**src/rtl/scc_dma_pkg.sv**
```systemverilog
`timescale 1ns/1ps
package scc_dma_pkg;

  typedef enum logic [2:0] {
    ST_IDLE  = 3'd0,
    ST_FETCH = 3'd1,
    ST_POLL  = 3'd2,
    ST_STORE = 3'd3,
    ST_FIN   = 3'd4
  } dma_state_e;

  // copy a character into every lane of a 32-bit word
  function automatic logic [31:0] splat_byte(input logic [7:0] ch);
    return {4{ch}};
  endfunction

  // bytes credited for one completed step
  function automatic logic [2:0] step_bytes(input logic rx_mode);
    return rx_mode ? 3'd4 : 3'd1;
  endfunction

endpackage

```
**src/rtl/scc_dma_addr.sv**
```systemverilog
`timescale 1ns/1ps
module scc_dma_addr #(
  parameter int AW           = 32,
  parameter int TX_PAGE_BITS = 12,
  parameter int RX_PAGE_BITS = 11
) (
  input  logic          clk,
  input  logic          rst_n,
  input  logic          load,
  input  logic [AW-1:0] load_addr,
  input  logic          step,
  input  logic          rx_mode,
  output logic [AW-1:0] addr,
  output logic          wrap_next
);

  function automatic logic [AW-1:0] next_word(input logic [AW-1:0] a);
    return a + AW'(4);
  endfunction

  // true when the word index bits below the page size are all zero
  function automatic logic page_start(input logic [AW-1:0] a, input int unsigned bits);
    logic [AW-1:0] m;
    m = ((AW'(1) << bits) - AW'(1)) & ~AW'(3);
    return (a & m) == '0;
  endfunction

  assign wrap_next = page_start(next_word(addr), rx_mode ? RX_PAGE_BITS : TX_PAGE_BITS);

  always_ff @(posedge clk or negedge rst_n) begin
    if (!rst_n)    addr <= '0;
    else if (load) addr <= {load_addr[AW-1:2], 2'b00};
    else if (step) addr <= next_word(addr);
  end

endmodule

```
**src/rtl/scc_dma_count.sv**
```systemverilog
`timescale 1ns/1ps
module scc_dma_count #(
  parameter int CW = 12
) (
  input  logic          clk,
  input  logic          rst_n,
  input  logic          clr,
  input  logic          inc,
  input  logic          rx_mode,
  output logic [CW-1:0] count
);
  import scc_dma_pkg::*;

  always_ff @(posedge clk or negedge rst_n) begin
    if (!rst_n)     count <= '0;
    else if (clr)   count <= '0;
    else if (inc)   count <= count + CW'(step_bytes(rx_mode));
  end

endmodule

```
**src/rtl/scc_dma_ctrl.sv**
```systemverilog
`timescale 1ns/1ps
module scc_dma_ctrl (
  input  logic clk,
  input  logic rst_n,
  input  logic start,
  input  logic dir_rx,
  input  logic mem_ready,
  input  logic rxq_nonempty,
  input  logic wrap_next,
  output logic rx_mode,
  output logic load,
  output logic step,
  output logic mem_req,
  output logic mem_we,
  output logic pop,
  output logic poll_now,
  output logic done
);
  import scc_dma_pkg::*;

  dma_state_e state, nxt;

  always_comb begin
    nxt      = state;
    load     = 1'b0;
    step     = 1'b0;
    mem_req  = 1'b0;
    mem_we   = 1'b0;
    pop      = 1'b0;
    poll_now = 1'b0;
    done     = 1'b0;
    unique case (state)
      ST_IDLE: if (start) begin
        load = 1'b1;
        nxt  = dir_rx ? ST_POLL : ST_FETCH;
      end
      ST_FETCH: begin
        mem_req = 1'b1;
        if (mem_ready) begin
          step = 1'b1;
          nxt  = wrap_next ? ST_FIN : ST_FETCH;
        end
      end
      ST_POLL: begin
        poll_now = 1'b1;
        if (rxq_nonempty) begin
          pop = 1'b1;
          nxt = ST_STORE;
        end else begin
          nxt = ST_FIN;
        end
      end
      ST_STORE: begin
        mem_req = 1'b1;
        mem_we  = 1'b1;
        if (mem_ready) begin
          step = 1'b1;
          nxt  = wrap_next ? ST_FIN : ST_POLL;
        end
      end
      ST_FIN: begin
        done = 1'b1;
        nxt  = ST_IDLE;
      end
      default: nxt = ST_IDLE;
    endcase
  end

  always_ff @(posedge clk or negedge rst_n) begin
    if (!rst_n) begin
      state   <= ST_IDLE;
      rx_mode <= 1'b0;
    end else begin
      state <= nxt;
      if (load) rx_mode <= dir_rx;
    end
  end

endmodule

```
**src/rtl/scc_page_dma.sv**
```systemverilog
`timescale 1ns/1ps
module scc_page_dma #(
  parameter int AW           = 32,
  parameter int TX_PAGE_BITS = 12,
  parameter int RX_PAGE_BITS = 11,
  localparam int TX_CW = TX_PAGE_BITS - 1,
  localparam int RX_CW = RX_PAGE_BITS + 1,
  localparam int CW    = (TX_CW > RX_CW) ? TX_CW : RX_CW
) (
  input  logic          clk,
  input  logic          rst_n,
  input  logic          start_i,
  input  logic [AW-1:0] start_addr_i,
  input  logic          dir_rx_i,
  input  logic          loopback_i,
  output logic          mem_req_o,
  output logic          mem_we_o,
  output logic [AW-1:0] mem_addr_o,
  output logic [31:0]   mem_wdata_o,
  input  logic [31:0]   mem_rdata_i,
  input  logic          mem_ready_i,
  output logic          tx_valid_o,
  output logic [7:0]    tx_byte_o,
  input  logic          rxq_nonempty_i,
  input  logic [7:0]    rxq_data_i,
  output logic          rxq_pop_o,
  output logic          lb_push_o,
  output logic [7:0]    lb_byte_o,
  output logic          done_o,
  output logic [CW-1:0] byte_count_o
);
  import scc_dma_pkg::*;

  logic       rx_mode, load_evt, step_evt, wrap_evt, poll_now, tx_fire;
  logic [7:0] rx_char;

  scc_dma_ctrl u_ctrl (
    .clk          (clk),
    .rst_n        (rst_n),
    .start        (start_i),
    .dir_rx       (dir_rx_i),
    .mem_ready    (mem_ready_i),
    .rxq_nonempty (rxq_nonempty_i),
    .wrap_next    (wrap_evt),
    .rx_mode      (rx_mode),
    .load         (load_evt),
    .step         (step_evt),
    .mem_req      (mem_req_o),
    .mem_we       (mem_we_o),
    .pop          (rxq_pop_o),
    .poll_now     (poll_now),
    .done         (done_o)
  );

  scc_dma_addr #(
    .AW           (AW),
    .TX_PAGE_BITS (TX_PAGE_BITS),
    .RX_PAGE_BITS (RX_PAGE_BITS)
  ) u_addr (
    .clk       (clk),
    .rst_n     (rst_n),
    .load      (load_evt),
    .load_addr (start_addr_i),
    .step      (step_evt),
    .rx_mode   (rx_mode),
    .addr      (mem_addr_o),
    .wrap_next (wrap_evt)
  );

  scc_dma_count #(.CW(CW)) u_count (
    .clk     (clk),
    .rst_n   (rst_n),
    .clr     (load_evt),
    .inc     (step_evt),
    .rx_mode (rx_mode),
    .count   (byte_count_o)
  );

  always_ff @(posedge clk or negedge rst_n) begin
    if (!rst_n)         rx_char <= '0;
    else if (rxq_pop_o) rx_char <= rxq_data_i;
  end

  assign mem_wdata_o = splat_byte(rx_char);
  assign tx_fire     = step_evt & ~rx_mode;
  assign tx_valid_o  = tx_fire;
  assign tx_byte_o   = mem_rdata_i[15:8];
  assign lb_push_o   = tx_fire & loopback_i;
  assign lb_byte_o   = mem_rdata_i[15:8];

endmodule

```
**config.mk**
```make
export PLATFORM = sky130hd
export DESIGN_NAME = scc_page_dma
export DESIGN_NICKNAME = d
export VERILOG_FILES = /design/src/rtl/scc_dma_pkg.sv /design/src/rtl/scc_dma_addr.sv /design/src/rtl/scc_dma_count.sv /design/src/rtl/scc_dma_ctrl.sv /design/src/rtl/scc_page_dma.sv
export SDC_FILE = /design/constraint.sdc
export NUM_CORES = 1
export LEC_CHECK = 0
export CORE_ASPECT_RATIO = 0.6
export CORE_UTILIZATION = 40
export CTS_CLUSTER_SIZE = 16
export DETAILED_ROUTE_END_ITERATION = 12
export DONT_BUFFER_PORTS = 1
export SETUP_SLACK_MARGIN = 0.2
export SYNTH_ARGS = -nofsm -noshare
export SYNTH_HDL_FRONTEND = slang
export SYNTH_SLANG_ARGS = --single-unit
```
**constraint.sdc**
```tcl
create_clock -name clk -period 2.1 [get_ports clk]
set_clock_uncertainty 0.15 [all_clocks]
set_input_delay 0.42 -clock clk [delete_from_list [all_inputs] [get_ports clk]]
set_output_delay 0.42 -clock clk [all_outputs]
set_load 0.005 [all_outputs]
```
==> key figures <==
CTS
  • Num Clock Sinks: 54
  • Clock-pin slew on the worst setup and hold paths: 0.07 ns
  • Skew-Pair Late Insertion Delay: 0.29 ns
  • Root Driver: sky130_fd_sc_hd__clkbuf_16
  • TritonCTS clock tree: done
  • Maximum root-to-sink buffer count: 2
  • Number of buffers created by CTS: 5
  • Number of H-tree branching levels: 2

Synthesis
  • Post-synth EDFFs: 0
  • FF+latch count, synth: 54
  • Primary flip-flop cell chosen by synthesis mapping: sky130_fd_sc_hd__dfrtp_1
  • FFs w/ async S/R, synth: 100%
  • Fraction of post-synthesis cell area in the top cell type by area: 39.4%
  • Cell type contributing the most total cell area after synthesis: sky130_fd_sc_hd__dfrtp_1
  • Synthesized area divided by synthesized cell count: 9.03 µm²
  • Total number of yosys warnings: 0
  • Library cells used by synthesis: 61
  • Number of instances in the synthesized netlist: 380
  • Sequential-to-total area share from yosys stat: 39.4%
  • Largest cells by area after synthesis: sky130_fd_sc_hd__dfrtp_1, sky130_fd_sc_hd__buf_4, sky130_fd_sc_hd__nand2_1, sky130_fd_sc_hd__nor2_1, sky130_fd_sc_hd__xnor2_1
  • Area of the mapped netlist: 0.00343 mm²

Die
  • Starting density of the core: 42.4%
  • X dimension of the die: 122 µm
  • Core footprint: 0.00810 mm²
  • Site row count: 25
  • Die outline height: 73.8 µm
  • Total I/O pin count: 177
  • Die outline area: 0.00897 mm²

Worst setup path
  • Critical-path cell list: buf_6 -> nand3b_1 -> or4_4 -> buf_8 -> nor3_4 -> xnor2_1 -> o21ai_1
  • Worst reg-to-reg path cell count: 7
  • Delay of the slowest critical-path stage: 0.53 ns
  • Crit. End Element: register
  • Data required time at the worst endpoint: 2.13 ns
  • Slowest cell on the critical path: sky130_fd_sc_hd__or4_4
  • Maximum fanout along the worst path: 5
  • Category of the most critical setup path: register to register
  • CP Launch Type: register
  • Arrival time at the worst endpoint: 2.11 ns

Timing
  • Transition time at the pin with the least slew margin: 0.562 ns
  • Final count of negative-setup-slack endpoints: 0
  • Hold Worst Slack: 0.0593 ns
  • Final min period: 2.08 ns
  • Final Hold Viols: 0
  • Max-slew violation total from the final report: 0
  • Peak Freq: 481 MHz
  • RSZ-0062 raised after global routing: true
  • Slew headroom: 62.3%
  • Fraction of the cycle the final worst path needs: 99.1%

Power and ir drop
  • Final total power: 0.00647 W
  • Ratio of total power to cell area: 1380 mW/mm²
  • Proportion of total power due to net switching: 41.9%
  • Maximum vdd ir drop: 0.522 mV
  • Proportion of power drawn by combinational gates: 54.5%
  • Reg power frac: 32.3%
  • LEAKAGE: 1.96 nW
  • Psw: 0.00271 W
  • Clock network fraction of design power: 13.2%
  • Internal power of the cells: 0.00376 W

Layout
  • Net total in the final layout: 500
  • Most common library cell in the layout ignoring fill and taps: sky130_fd_sc_hd__buf_4
  • Share of post-route cells with drive strength above 1: 44.6%
  • Number of diodes: 0
  • Number of standard cells in the layout, taps in and fillers out: 525
  • Area added between synthesis and finish: 36.2%
  • Highest-count cells in the layout ignoring fill and taps: sky130_fd_sc_hd__buf_4, sky130_fd_sc_hd__dfrtp_1, sky130_fd_sc_hd__nand2_1, sky130_fd_sc_hd__nor2_1, sky130_fd_sc_hd__buf_6

Detailed routing
  • Wire length per cell after detailed routing: 20.5 µm
  • Post-Route WL: 10800 µm
  • Total iterations of the first detailed-routing run: 4
  • Number of antenna-violating nets in the routed design: 0
  • Via total after detailed routing: 3059
  • Post-detailed-route DRC marker count: 0
  • Average vias per placed instance: 5.83
  • 1st-iter DRT viols: 176

Placed design
  • Half-perimeter wire length after detailed placement: 6840 µm
  • Inst Count DP: 474
  • Count of buffers from port buffering: 0
  • Weighted congestion at the end of routability-driven global placement: 0.912

Global route
  • Pin count of the biggest net entering global routing: 55
  • Initial antenna violation count: 0
  • Gr usage total: 21.6%
  • Via count of the first global-routing pass: 2764
  • Gr ovfl total: 0
  • Wire length of the first global-routing pass: 14900 µm

Status
  • Status: finished clean

Worst hold path
  • Hold Path Depth: 1
  • Type of the most critical hold path: input port to register

Run
  • Max-cap violations: 0
-- kinds of logic (layout without fill, tap and decap cells) --
group	after synthesis	in the layout	share of synthesized area, %
buf+inv	73	109	13.3
xor+xnor	20	20	5.10
mux	8	8	2.62
flops	54	54	39.4
compound gates	72	72	14.7
fa+ha+maj	5	5	1.82
simple gates	147	147	23.0
other cells	1	2	0.109
-- routing by layer --
layer / vias up / routed length, µm / track usage [%]
met5: - / 0 / 0
met4: 0 / 82 / 3.43
met3: 10 / 1100 / 6.99
met2: 120 / 4750 / 30.8
met1: 1524 / 4820 / 31.9
li1: 1405 / - / -
-- state kept, by name (all words and copies together), names as in the netlist --
| signal | flops |
|---|---|
| u_addr.addr | 30 |
| u_count.count | 12 |
| rx_char | 8 |
| u_ctrl.state | 3 |
| u_ctrl.rx_mode | 1 |
-- worst max-delay path, delay by kind of cell, from the launching register on --
kind / cells / cell delay (ns)
buf+inv: 2 / 0.30
xor+xnor: 1 / 0.15
simple gates: 3 / 0.86
flops: 1 / 0.44
compound gates: 1 / 0.07
-- stage by stage --
step                setup slack, ns  utilization, %  setup TNS (ns)  area, µm²
finish                       0.0192            57.7               0       4680
global route                -0.0840            57.7          -0.246       4680
CTS                         0.00913            50.3               0       4080
detailed placement          -0.0593            44.1          -0.123       3580
global placement            -0.0376            44.1         -0.0665       3580
floorplan                    0.0992               -               0       3500
-- final timing paths --
kind | start | to | slack [ns]
hold reg to reg | u_ctrl.state[2] | u_ctrl.state[1] | 0.37
setup reg to reg | u_ctrl.state[2] | u_addr.addr[29] | 0.02
hold / removal | rxq_nonempty_i | u_ctrl.state[2] | 0.06
max in group asynchronous | rst_n | u_ctrl.state[2] | 1.04
min in group asynchronous | rst_n | u_count.count[9] | 0.49
setup / recovery | u_ctrl.state[2] | u_addr.addr[29] | 0.02
-- final cells by class --
cell class                 instances  area [µm²]
tap                              108         135
clock inverter                     1        5.00
sequential                        54        1360
timing repair buffer              93         952
fill                             677        3430
inverter                           8        30.0
multi-input combinational        254        2050
clock buffer                       7         143
-- power by group through the flow --
stage / Combinational (W) / Sequential, W / Clock, W
after floorplan: 0.00191 / 0.00196 / 0
after global placement: 0.00227 / 0.00205 / 0
after detailed placement: 0.00233 / 0.00207 / 0
after CTS: 0.00273 / 0.00204 / 0.000862
after global routing: 0.00382 / 0.00218 / 0.000905
final: 0.00353 / 0.00209 / 0.000855
-- Yosys cell counts, types with 8 or more instances --
cell type and count:
sky130_fd_sc_hd__nand3_1 17, sky130_fd_sc_hd__mux2_2 8, sky130_fd_sc_hd__nand4_1 11, sky130_fd_sc_hd__xnor2_1 11
sky130_fd_sc_hd__a21oi_1 11, sky130_fd_sc_hd__o21ai_0 9, sky130_fd_sc_hd__nor2_1 28, sky130_fd_sc_hd__clkbuf_1 12
sky130_fd_sc_hd__buf_4 47, sky130_fd_sc_hd__nand2_1 42, sky130_fd_sc_hd__dfrtp_1 54, sky130_fd_sc_hd__o21ai_1 13
sky130_fd_sc_hd__xor2_1 9, sky130_fd_sc_hd__inv_1 8, sky130_fd_sc_hd__nor3_1 8
-- repair_timing --
item / CTS / global route
resized for setup: 34 / 87
hold buffers: 2 / 0
hold endpoints to repair: 54 / 0
setup buffers: 17 / 21
cloned: 1 / 2
setup endpoints to repair: 39 / 46
pin swaps: 16 / 42
Power figures use the tool's default switching activity.
